### src/rtl/scl_gen_pkg.sv
package scl_gen_pkg;

   typedef enum logic [1:0] {
      PH_IDLE = 2'd0,
      PH_HOLD = 2'd1,
      PH_LOW  = 2'd2,
      PH_HIGH = 2'd3
   } scl_phase_e;

   // fixed overhead added to the programmed counts
   localparam int unsigned HOLD_EXTRA = 3;
   localparam int unsigned LOW_EXTRA  = 1;
   localparam int unsigned HIGH_EXTRA = 8;

endpackage

### src/rtl/scl_cnt_regs.sv
module scl_cnt_regs #(
   parameter int unsigned CNT_W   = 16,
   parameter int unsigned N_MODES = 2,
   localparam int unsigned SPD_W  = (N_MODES > 1) ? $clog2(N_MODES) : 1,
   localparam int unsigned SEL_W  = $clog2(2 * N_MODES + 1)
) (
   input  logic                            clk_i,
   input  logic                            rst_ni,
   input  logic                            en_i,
   input  logic                            wr_en_i,
   input  logic [SEL_W-1:0]                wr_sel_i,
   input  logic [CNT_W-1:0]                wr_data_i,
   output logic [N_MODES-1:0][CNT_W-1:0]   hi_o,
   output logic [N_MODES-1:0][CNT_W-1:0]   lo_o,
   output logic [SPD_W-1:0]                spd_o
);

   localparam logic [SEL_W-1:0] SPD_SEL = SEL_W'(2 * N_MODES);

   logic [N_MODES-1:0][CNT_W-1:0] hi_q, lo_q;
   logic [SPD_W-1:0]              spd_q;

   for (genvar m = 0; m < N_MODES; m++) begin : g_mode
      always_ff @(posedge clk_i or negedge rst_ni) begin
         if (!rst_ni) begin
            hi_q[m] <= '0;
            lo_q[m] <= '0;
         end else if (wr_en_i && !en_i) begin
            if (wr_sel_i == SEL_W'(2 * m))     hi_q[m] <= wr_data_i;
            if (wr_sel_i == SEL_W'(2 * m + 1)) lo_q[m] <= wr_data_i;
         end
      end
   end

   // speed field stays writable while enabled; the phase engine samples it at START
   always_ff @(posedge clk_i or negedge rst_ni) begin
      if (!rst_ni)
         spd_q <= '0;
      else if (wr_en_i && wr_sel_i == SPD_SEL && wr_data_i < CNT_W'(N_MODES))
         spd_q <= wr_data_i[SPD_W-1:0];
   end

   assign hi_o  = hi_q;
   assign lo_o  = lo_q;
   assign spd_o = spd_q;

   // count registers locked while enabled
   p_cnt_locked_r9: assert property (@(posedge clk_i) disable iff (!rst_ni)
      (wr_en_i && en_i) |=> ($stable(hi_q) && $stable(lo_q)));

endmodule

### src/rtl/scl_phase_fsm.sv
module scl_phase_fsm
   import scl_gen_pkg::*;
#(
   parameter int unsigned CNT_W   = 16,
   parameter int unsigned N_MODES = 2,
   parameter int unsigned HI_MIN  = 6,
   parameter int unsigned LO_MIN  = 8,
   localparam int unsigned SPD_W  = (N_MODES > 1) ? $clog2(N_MODES) : 1
) (
   input  logic                            clk_i,
   input  logic                            rst_ni,
   input  logic                            en_i,
   input  logic                            start_req_i,
   input  logic                            stop_req_i,
   input  logic [N_MODES-1:0][CNT_W-1:0]   hi_i,
   input  logic [N_MODES-1:0][CNT_W-1:0]   lo_i,
   input  logic [SPD_W-1:0]                spd_i,
   output scl_phase_e                      phase_o,
   output logic                            busy_o,
   output logic                            scl_low_o
);

   localparam int unsigned PH_W  = CNT_W + 4;
   localparam int unsigned RUN_W = PH_W + 1;

   scl_phase_e       state_q, state_d;
   logic [PH_W-1:0]  cnt_q, cnt_d;
   logic [CNT_W-1:0] hi_act_q, hi_act_d, lo_act_q, lo_act_d;
   logic [CNT_W-1:0] hi_sel, lo_sel, hi_clamp, lo_clamp;
   logic             stop_pend_q, stop_pend_d;

   assign hi_sel   = hi_i[spd_i];
   assign lo_sel   = lo_i[spd_i];
   assign hi_clamp = (hi_sel < CNT_W'(HI_MIN)) ? CNT_W'(HI_MIN) : hi_sel;
   assign lo_clamp = (lo_sel < CNT_W'(LO_MIN)) ? CNT_W'(LO_MIN) : lo_sel;

   always_comb begin
      state_d  = state_q;
      cnt_d    = cnt_q;
      hi_act_d = hi_act_q;
      lo_act_d = lo_act_q;
      if (!en_i) begin
         state_d = PH_IDLE;
         cnt_d   = '0;
      end else begin
         unique case (state_q)
            PH_IDLE: if (start_req_i) begin
               state_d  = PH_HOLD;
               hi_act_d = hi_clamp;
               lo_act_d = lo_clamp;
               cnt_d    = PH_W'(hi_clamp) + PH_W'(HOLD_EXTRA - 1);
            end
            PH_HOLD, PH_HIGH: if (cnt_q != '0) begin
               cnt_d = cnt_q - 1'b1;
            end else if (state_q == PH_HIGH && (stop_pend_q || stop_req_i)) begin
               state_d = PH_IDLE;
            end else begin
               state_d = PH_LOW;
               cnt_d   = PH_W'(lo_act_q) + PH_W'(LOW_EXTRA - 1);
            end
            PH_LOW: if (cnt_q != '0) begin
               cnt_d = cnt_q - 1'b1;
            end else begin
               state_d = PH_HIGH;
               cnt_d   = PH_W'(hi_act_q) + PH_W'(HIGH_EXTRA - 1);
            end
            default: state_d = PH_IDLE;
         endcase
      end
   end

   assign stop_pend_d = (state_q != PH_IDLE) && (state_d != PH_IDLE)
                        && (stop_pend_q || stop_req_i);

   always_ff @(posedge clk_i or negedge rst_ni) begin
      if (!rst_ni) begin
         state_q     <= PH_IDLE;
         cnt_q       <= '0;
         hi_act_q    <= CNT_W'(HI_MIN);
         lo_act_q    <= CNT_W'(LO_MIN);
         stop_pend_q <= 1'b0;
      end else begin
         state_q     <= state_d;
         cnt_q       <= cnt_d;
         hi_act_q    <= hi_act_d;
         lo_act_q    <= lo_act_d;
         stop_pend_q <= stop_pend_d;
      end
   end

   assign phase_o   = state_q;
   assign busy_o    = (state_q != PH_IDLE);
   assign scl_low_o = (state_q == PH_LOW);

   // independent run-length counter for the length checks
   logic [RUN_W-1:0] run_q;
   logic [RUN_W-1:0] hold_len, low_len, high_len;
   assign hold_len = RUN_W'(hi_act_q) + RUN_W'(HOLD_EXTRA);
   assign low_len  = RUN_W'(lo_act_q) + RUN_W'(LOW_EXTRA);
   assign high_len = RUN_W'(hi_act_q) + RUN_W'(HIGH_EXTRA);

   always_ff @(posedge clk_i or negedge rst_ni) begin
      if (!rst_ni)                 run_q <= RUN_W'(1);
      else if (state_d != state_q) run_q <= RUN_W'(1);
      else                         run_q <= run_q + 1'b1;
   end

   p_start_r3: assert property (@(posedge clk_i) disable iff (!rst_ni)
      (en_i && state_q == PH_IDLE && start_req_i) |=> state_q == PH_HOLD);
   p_hold_len_r3: assert property (@(posedge clk_i) disable iff (!rst_ni)
      (en_i && state_q == PH_HOLD && run_q == hold_len) |=> state_q == PH_LOW);
   p_low_len_r4: assert property (@(posedge clk_i) disable iff (!rst_ni)
      (en_i && state_q == PH_LOW && run_q == low_len) |=> state_q == PH_HIGH);
   p_low_early_r4: assert property (@(posedge clk_i) disable iff (!rst_ni)
      (en_i && state_q == PH_LOW && run_q < low_len) |=> state_q == PH_LOW);
   p_high_len_r5: assert property (@(posedge clk_i) disable iff (!rst_ni)
      (en_i && state_q == PH_HIGH && run_q == high_len) |=> state_q != PH_HIGH);
   p_busy_end_r7: assert property (@(posedge clk_i) disable iff (!rst_ni)
      $fell(busy_o) |-> ($past(state_q) == PH_HIGH || !$past(en_i)));
   p_act_stable_r8: assert property (@(posedge clk_i) disable iff (!rst_ni)
      (state_q != PH_IDLE) |=> ($stable(hi_act_q) && $stable(lo_act_q)));
   p_clamp_r10: assert property (@(posedge clk_i) disable iff (!rst_ni)
      (state_q != PH_IDLE) |-> (hi_act_q >= CNT_W'(HI_MIN) && lo_act_q >= CNT_W'(LO_MIN)));
   p_disable_r11: assert property (@(posedge clk_i) disable iff (!rst_ni)
      !en_i |=> (state_q == PH_IDLE && !stop_pend_q));

endmodule

### src/rtl/scl_period_gen.sv
module scl_period_gen
   import scl_gen_pkg::*;
#(
   parameter int unsigned CNT_W   = 16,
   parameter int unsigned N_MODES = 2,
   parameter int unsigned HI_MIN  = 6,
   parameter int unsigned LO_MIN  = 8,
   localparam int unsigned SEL_W  = $clog2(2 * N_MODES + 1),
   localparam int unsigned SPD_W  = (N_MODES > 1) ? $clog2(N_MODES) : 1
) (
   input  logic             clk_i,
   input  logic             rst_ni,
   input  logic             en_i,
   input  logic             start_req_i,
   input  logic             stop_req_i,
   input  logic             wr_en_i,
   input  logic [SEL_W-1:0] wr_sel_i,
   input  logic [CNT_W-1:0] wr_data_i,
   output logic             scl_drive_low_o,
   output logic             busy_o,
   output logic [1:0]       phase_o
);

   if (CNT_W < 4 || CNT_W > 28) begin : g_bad_width
      $error("scl_period_gen: CNT_W must lie in 4..28");
   end
   if (N_MODES < 1 || N_MODES > 8) begin : g_bad_modes
      $error("scl_period_gen: N_MODES must lie in 1..8");
   end
   if (HI_MIN < 1 || HI_MIN >= (1 << CNT_W) || LO_MIN < 1 || LO_MIN >= (1 << CNT_W)) begin : g_bad_min
      $error("scl_period_gen: minimum counts must fit in CNT_W and be nonzero");
   end

   logic [N_MODES-1:0][CNT_W-1:0] hi_w, lo_w;
   logic [SPD_W-1:0]              spd_w;
   scl_phase_e                    phase_w;

   scl_cnt_regs #(
      .CNT_W   (CNT_W),
      .N_MODES (N_MODES)
   ) u_regs (
      .clk_i     (clk_i),
      .rst_ni    (rst_ni),
      .en_i      (en_i),
      .wr_en_i   (wr_en_i),
      .wr_sel_i  (wr_sel_i),
      .wr_data_i (wr_data_i),
      .hi_o      (hi_w),
      .lo_o      (lo_w),
      .spd_o     (spd_w)
   );

   scl_phase_fsm #(
      .CNT_W   (CNT_W),
      .N_MODES (N_MODES),
      .HI_MIN  (HI_MIN),
      .LO_MIN  (LO_MIN)
   ) u_fsm (
      .clk_i       (clk_i),
      .rst_ni      (rst_ni),
      .en_i        (en_i),
      .start_req_i (start_req_i),
      .stop_req_i  (stop_req_i),
      .hi_i        (hi_w),
      .lo_i        (lo_w),
      .spd_i       (spd_w),
      .phase_o     (phase_w),
      .busy_o      (busy_o),
      .scl_low_o   (scl_drive_low_o)
   );

   assign phase_o = phase_w;

   // SCL is pulled low only in the low phase
   p_drive_phase_r4: assert property (@(posedge clk_i) disable iff (!rst_ni)
      scl_drive_low_o |-> (phase_o == 2'd2));

endmodule

### config.mk
export PLATFORM = sky130hd
export DESIGN_NAME = scl_period_gen
export DESIGN_NICKNAME = d
export VERILOG_FILES = /design/src/rtl/scl_gen_pkg.sv /design/src/rtl/scl_cnt_regs.sv /design/src/rtl/scl_phase_fsm.sv /design/src/rtl/scl_period_gen.sv
export SDC_FILE = /design/constraint.sdc
export NUM_CORES = 1
export LEC_CHECK = 0
export ABC_AREA = 0
export BUFFER_PORTS_ARGS = -buffer_cell sky130_fd_sc_hd__buf_2
export CAP_MARGIN = 20
export CELL_PAD_IN_SITES_DETAIL_PLACEMENT = 0
export CELL_PAD_IN_SITES_GLOBAL_PLACEMENT = 1
export CORE_MARGIN = 2
export CORE_UTILIZATION = 51
export CTS_BUF_LIST = sky130_fd_sc_hd__clkbuf_4
export CTS_CLUSTER_SIZE = 12
export DETAILED_ROUTE_END_ITERATION = 8
export MAX_ROUTING_LAYER = met4
export PLACE_DENSITY_LB_ADDON = 0.1
export SETUP_SLACK_MARGIN = 0.02
export SLEW_MARGIN = 20
export SYNTH_ARGS = -nofsm -noshare
export SYNTH_HDL_FRONTEND = slang
export SYNTH_SLANG_ARGS = --single-unit
### constraint.sdc
create_clock -name clk_i -period 3.69 [get_ports clk_i]
set_input_delay 0.369 -clock clk_i [delete_from_list [all_inputs] [get_ports clk_i]]
set_output_delay 0.369 -clock clk_i [all_outputs]
set_load 0.1 [all_outputs]
==> metrics.yaml, run 1 <==
status: "completed"
vias: 5180
finalSetupViolCount: 0
max_stage_delay_ns: 0.60
cp_top_family: "compound AO/OA/AOI/OAI gates"
synth-xor-area-share: 0.0424
ys_seq_elements: 120
place.gp.congestion: 0.866
overflow: 0
ys_async_sr_fraction: 1.00
power.total_mw: 4.21
end_kind: "flop"
finalMaxSlewViolations: 0
wl_um: 17500
drc: 0
drive_gt1_frac: 0.223
worstPathArrival_ns: 3.81
nNetsFinal: 710
hold_class: "in2reg"
clk_pin_slew_worst_paths_ns: 0.12
synth_edf_count: 0
synthCells: 650
start_util: 0.523
diodes: 0
avgViaCountPerCell: 5.98
cts.sinks: 120
synth_nets: 679
ir_drop_uv: 359
required_ns: 4.12
fmax_mhz: 295
worst-path-buf-inv: 1
fillers: 1169
pre_cts_ws_ns: 0.145
dpl_cell_area_um2: 6950
critPathMaxFanout: 18
path_cells: "mux2i_1 > nand4_1 > a211oi_1 > buf_4 > a211o_1 > ha_1 > nand4b_1 > a21oi_2 > nor2b_1 > xor2_1 > a21oi_1 > a32o_1"
fin_ws_ns: 0.304
grt_max_degree: 121
numPortBuffers: 28
firstDrtPassIters: 5
area_growth_pct: 9.61
io_pins: 29
yosys.area_share.simple: 0.185
drt-initial-drc-count: 366
post-cts-setup-buffers: 0
core-area_um2: 12600
netlist-cell-type-count: 60
leakagePower_nw: 3.02
netlist_area_um2: 6600
die-area_um2: 13900
rsz0062_at_grt: "false"
p_per_area_nw_per_um2: 582
multi_input_comb_area_um2: 3450
grt_pass1_wl_um: 28900
max-cap-violations: 0
synthMuxAreaShare: 0.158
hpwlAfterDp_um: 12600
finalCriticalPeriod_ns: 3.39
path_class: "reg2reg"
setup_tns_ns: 0
synth_adder_area_share: 0.00758
post-route-period-util: 0.918
clk_latency_ns: 0.54
fp.dieH_um: 118
wire_per_inst_um: 20.2
yosysSeqAreaShare: 0.455
final-seq-area_um2: 3010
synth-compound-area-share: 0.128
grt_pass1_vias: 5201
yosys_warnings: 0
cts_tree: "done"
relSlewSlack: 0.325
fin_skew_ns: 0.0162
cts_made_buffers: 17
htreeDepth: 4
std_cell_rows: 41
synth_top_family_by_area: "simple AND/OR/NAND/NOR gates"
worst_pin_slew_ns: 1.01
final_area_um2: 7240
crit_slowest_cell: "dfrtp_4"
ys.flop_type: "dfrtp_1"
antenna_left: 0
cts_root_buf: "clkbuf_4"
gr-usage-all-layers: 0.274
die_w_um: 118
final-hold-violation-count: 0
antenna_found_initial: 0
crit_path_start_kind: "flop"
cts_buffer_depth: 2
avgSynthCellArea_um2: 10.2
==> cell usage in the layout, fill, tap and decap left out, drive strengths merged, types with 5 or more instances in the layout <==
master and instances:
a211o 5, a211oi 6, a21oi 14, a32o 8
buf 41, clkbuf 17, dfrtp 117, inv 15
mux2 66, mux2i 30, nand2 64, nand3 23
nand3b 6, nand4 14, nand4b 6, nor2 48
nor2b 6, nor3 17, nor4 19, o211ai 5
o21ai 55, o31ai 6, or4 5, xnor2 18
xor2 14
==> cell type report <==
class / instances / share of cell area
sequential: 120 / 0.416
tap: 172 / 0.0297
timing repair buffer: 42 / 0.0363
clock inverter: 15 / 0.0195
inverter: 8 / 0.00415
clock buffer: 17 / 0.0176
multi-input combinational: 492 / 0.477
==> state kept, by name, summed over array words and instances (netlist names) <==
register,count
u_fsm.cnt_q,20
u_fsm.hi_act_q,16
u_fsm.lo_act_q,16
u_fsm.phase_o,2
u_fsm.stop_pend_q,1
u_regs.hi_o,32
u_regs.lo_o,32
u_regs.spd_o,1
==> worst paths after layout <==
check                                       start                end  slack, ns  cells past startpoint
min in group asynchronous                  rst_ni   u_fsm.phase_o[0]       0.41                      3
worst min register to register  u_fsm.hi_act_q[2]  u_fsm.hi_act_q[2]       0.49                      2
worst min-delay path                 wr_data_i[2]    u_regs.hi_o[18]       0.12                      2
worst max-delay path                 u_regs.spd_o     u_fsm.cnt_q[7]       0.30                     12
max in group asynchronous                  rst_ni       u_regs.spd_o       2.70                      3
worst max register to register       u_regs.spd_o     u_fsm.cnt_q[7]       0.30                     12
==> through the flow <==
stage,hold slack [ns],utilization,std cells
final,0.123,0.573,866
after global routing,0.0876,0.573,866
after CTS,0.0831,0.573,866
after detailed placement,0.475,0.551,833
after global placement,0.472,0.551,833
after floorplan,0.0734,-,650
==> power by group <==
part	leakage [nW]	internal [mW]	switching, mW
Combinational	1.37	0.571	0.760
Sequential	1.51	1.63	0.351
Clock	0.137	0.347	0.547
Total	3.02	2.55	1.66
==> cells in the mapped netlist (3+ instances only) <==
cell        n  area [um^2]
nand4_1    14         87.6
or4_1       3         22.5
a211oi_1    6         45.0
or2_2       4         25.0
nor3b_1     3         22.5
mux2_2     66          743
nor2_1     47          176
nor2b_1     6         37.5
a211o_1     5         43.8
a22o_1      4         35.0
dfstp_2     3         78.8
o41ai_1     3         26.3
nor3_1     17         85.1
o21ai_0    53          265
clkbuf_1   20         75.1
nand3_1    21          105
a21oi_1    14         70.1
xor2_1     14          123
mux2i_1    30          300
a31oi_1     3         18.8
xnor2_1    18          158
ha_1        4         50.1
nor4_1     17          106
o211ai_1    5         37.5
or3_1       3         18.8
buf_2      10         50.1
a32o_1      8         80.1
nand3b_1    6         45.0
inv_1       8         30.0
o31ai_1     6         45.0
nand2b_1    3         18.8
nand2_1    64          240
a21boi_0    3         22.5
and3_1      3         18.8
nand4b_1    6         52.6
a21o_1      3         22.5
dfrtp_1   117         2930
==> per-layer routing <==
layer,vias up,share of wire,GRT usage
li1,2477,-,-
met1,2525,0.46,0.368
met2,142,0.47,0.410
met3,36,0.045,0.0543
met4,0,0.027,0.113
met5,-,0,-
==> timing repair <==
item	CTS	global route
endpoints found under the hold margin	117	0
gates resized for setup	0	2
endpoints found under the setup margin	0	5
hold buffers	1	0
==> cells by family after synthesis <==
logic type | after synthesis
muxes | 96
AOI/OAI and AO/OA | 129
and+or+nand+nor | 231
adders and majority gates | 4
xor gates and xnor gates | 32
DFF | 120
buffers and inverters | 38
Power figures use the tool's default switching activity.
==> run 2, diff against run 1 <==
CORE_UTILIZATION = 46   (was 51)
REMOVE_ABC_BUFFERS = 1   (was unset)
clock period = 2.7 ns   (was 3.69 ns; I/O delays follow)
==> run 2 against run 1 <==
  * The flow now finishes with violations (setup timing)
  * Clock skew is 0.0017 ns higher
  * Total power is 52% higher
  * Global-route usage up 0.060 points
  * Utilization up 0.58 points
  * Routed wire length grew 10%
  * Critical path depth up 1
  * Critical path type unchanged
==> metrics.yaml, run 2 (synthesized netlist as in run 1, its figures left out) <==
whs_path_depth: 3  # +1
drive_gt1_frac: 0.327  # +0.103
swShare: 0.375  # -0.0185
relSlewSlack: 0.599  # +0.275
grt_max_degree: 57  # -53%
max_stage_delay_ns: 0.51  # -0.09 ns
htreeDepth: 4  # unchanged
rsz0062_at_grt: "true"
worst_pin_slew_ns: 0.601  # -0.405 ns
worst-path-buf-inv: 2  # +1
gr-usage-all-layers: 0.275  # +0.000600
clkPwrFrac: 0.216  # +0.003
final-hold-violation-count: 0  # unchanged
grt_pass1_wl_um: 30300  # +5.1%
worstPathArrival_ns: 3.20  # -0.61 ns
die_w_um: 124  # +5.1%
cts_tree: "done"
avgViaCountPerCell: 5.79  # -3.2%
wl_um: 19200  # +10%
ir_drop_uv: 522  # +45%
die-area_um2: 15300  # +10%
cts_root_buf: "clkbuf_4"
finalSetupViolCount: 5  # +5
critPathMaxFanout: 8  # -10
p_per_area_nw_per_um2: 790  # +36%
reg2reg_to: "u_fsm.cnt_q[7]"
layout_common_cells: "dfrtp_1 (116), buf_4 (89), mux2_2 (66)"
overflow: 0  # unchanged
area_growth_pct: 22.2
status: "complete, but fails checks"
p_int_mw: 3.98  # +56%
crit_path_start_kind: "flop"
nNetsFinal: 797  # +12%
failed_checks: "setup timing"
p_seq_frac: 0.414  # -0.057
finalCriticalPeriod_ns: 2.78  # -0.605 ns
fmax_mhz: 360  # +22%
wire_per_inst_um: 20.0  # -0.75%
cts.sinks: 120  # unchanged
cp_top_family: "compound AO/OA/AOI/OAI gates"
holdCritStartpoint: "stop_req_i"
leakagePower_nw: 3.49  # +15%
core-area_um2: 13900  # +10%
hold_path_end: "u_fsm.stop_pend_q"
start_util: 0.474  # -0.0494
place.gp.congestion: 0.880  # +1.6%
end_kind: "flop"
layout_commonest_cell: "dfrtp_1"
whs_ns: 0.0398  # -0.0834 ns
hold_class: "in2reg"
clk_pin_slew_worst_paths_ns: 0.12  # about the same
fin_skew_ns: 0.0179  # +0.00174 ns
drc: 0  # unchanged
cts_made_buffers: 17  # unchanged
grt_pass1_vias: 5531  # +6.3%
p_sw_mw: 2.40  # +44%
cts_buffer_depth: 2  # unchanged
std_cell_rows: 43  # +4.9%
required_ns: 3.12  # -1.00 ns
pre_cts_ws_ns: -0.155  # -0.300 ns
vias: 5572  # +7.6%
r2r_setup_slack_ns: -0.08  # -0.39 ns
hpwlAfterDp_um: 14200  # +13%
max-cap-violations: 0  # unchanged
post-route-period-util: 1.03  # +0.112
pwr-share-comb: 0.371  # +0.055
rr_startpoint: "u_regs.spd_o"
numPortBuffers: 28  # unchanged
crit_slowest_cell: "dfrtp_2"
finalMaxSlewViolations: 0  # unchanged
clk_latency_ns: 0.53  # about the same
antenna_left: 0  # unchanged
r2r_cells: 13  # +1
path_class: "reg2reg"
path_cells: "mux2i_1 > nand4_1 > a211oi_2 > buf_4 > a211o_1 > ha_4 > nand4b_1 > a21oi_1 > buf_4 > nor2b_4 > xor2_1 > a21oi_1 > a32o_1"
fp.dieH_um: 124  # +5.1%
io_pins: 29  # unchanged
fin_ws_ns: -0.0810  # -0.385 ns
firstDrtPassIters: 5  # unchanged
antenna_found_initial: 1  # +1
drt-initial-drc-count: 343  # -6.3%
## run 2: cell types whose count changed in the layout (fill, tap and decap cells not counted), moves of 4 or more
cell / delta
dlygate4sd3_1: +6
mux2i_2: +4
buf_4: +76
mux2i_1: -4
## run 2: per-stage QoR
| step | area, um^2 | util | setup TNS [ns] | cells | power [mW] |
|---|---|---|---|---|---|
| final | 8070 | 0.579 | -0.245 | 962 | 6.38 |
| after global routing | 8070 | 0.579 | -1.46 | 962 | 6.78 |
| after CTS | 7890 | 0.566 | -0.0178 | 946 | 6.29 |
| after detailed placement | 7420 | 0.533 | -0.360 | 901 | 4.83 |
| after global placement | 7420 | 0.533 | -0.103 | 901 | 4.79 |
| after floorplan | 6480 | - | -30.18 | 620 | 4.00 |
## run 2: metal layers
metal  GRT usage  up-vias  wire, um
li1            -     2652         -
met1       0.345     2743      8500
met2       0.449      142      9510
met3      0.0517       35       750
met4      0.0952        0       482
met5           -        -         0
## run 2: how the worst max path moves through the flow
stage	end	startpoint	cells after the start	slack (ns)
after CTS	u_fsm.cnt_q[7]	u_regs.spd_o	13	-0.01
final	u_fsm.cnt_q[7]	u_regs.spd_o	13	-0.08
after detailed placement	u_fsm.cnt_q[7]	u_regs.spd_o	13	-0.15
after floorplan	u_fsm.cnt_q[7]	u_regs.spd_o	11	-1.32
after global placement	u_fsm.cnt_q[7]	u_regs.spd_o	14	-0.07
after global routing	u_fsm.cnt_q[5]	u_regs.spd_o	15	-0.26
## run 2: power groups by stage
stage	registers (mW)	logic, mW	clock network [mW]
4_1_cts	2.62	2.26	1.41
6_report	2.64	2.37	1.38
5_1_grt	2.69	2.58	1.50
3_3_place_gp	2.63	2.16	0
2_1_floorplan	2.62	1.38	0
3_5_place_dp	2.65	2.18	0
## run 2: cell type report
cell class | count | area (um^2)
Fill cell | 1277 | 5860
Sequential cell | 120 | 3010
Clock buffer | 17 | 128
Timing Repair Buffer | 129 | 956
Multi-Input combinational cell | 492 | 3550
Antenna cell | 1 | 2.50
Clock inverter | 15 | 174
Inverter | 8 | 30.0
Tap cell | 180 | 225
## run 2: worst min-delay path, cell delays in order
cell,delay [ns]
buf_2,0.11
nor2_1,0.11
nor3_1,0.06
## run 2: what timing repair did
action | 4_1_cts | 5_1_grt
hold endpoints to repair | 40 | 6
buffers inserted | 11 | 10
gates resized for setup | 16 | 13
gates cloned | 0 | 0
setup endpoints to repair | 6 | 11
pin swaps | 13 | 14
hold buffers | 2 | 5
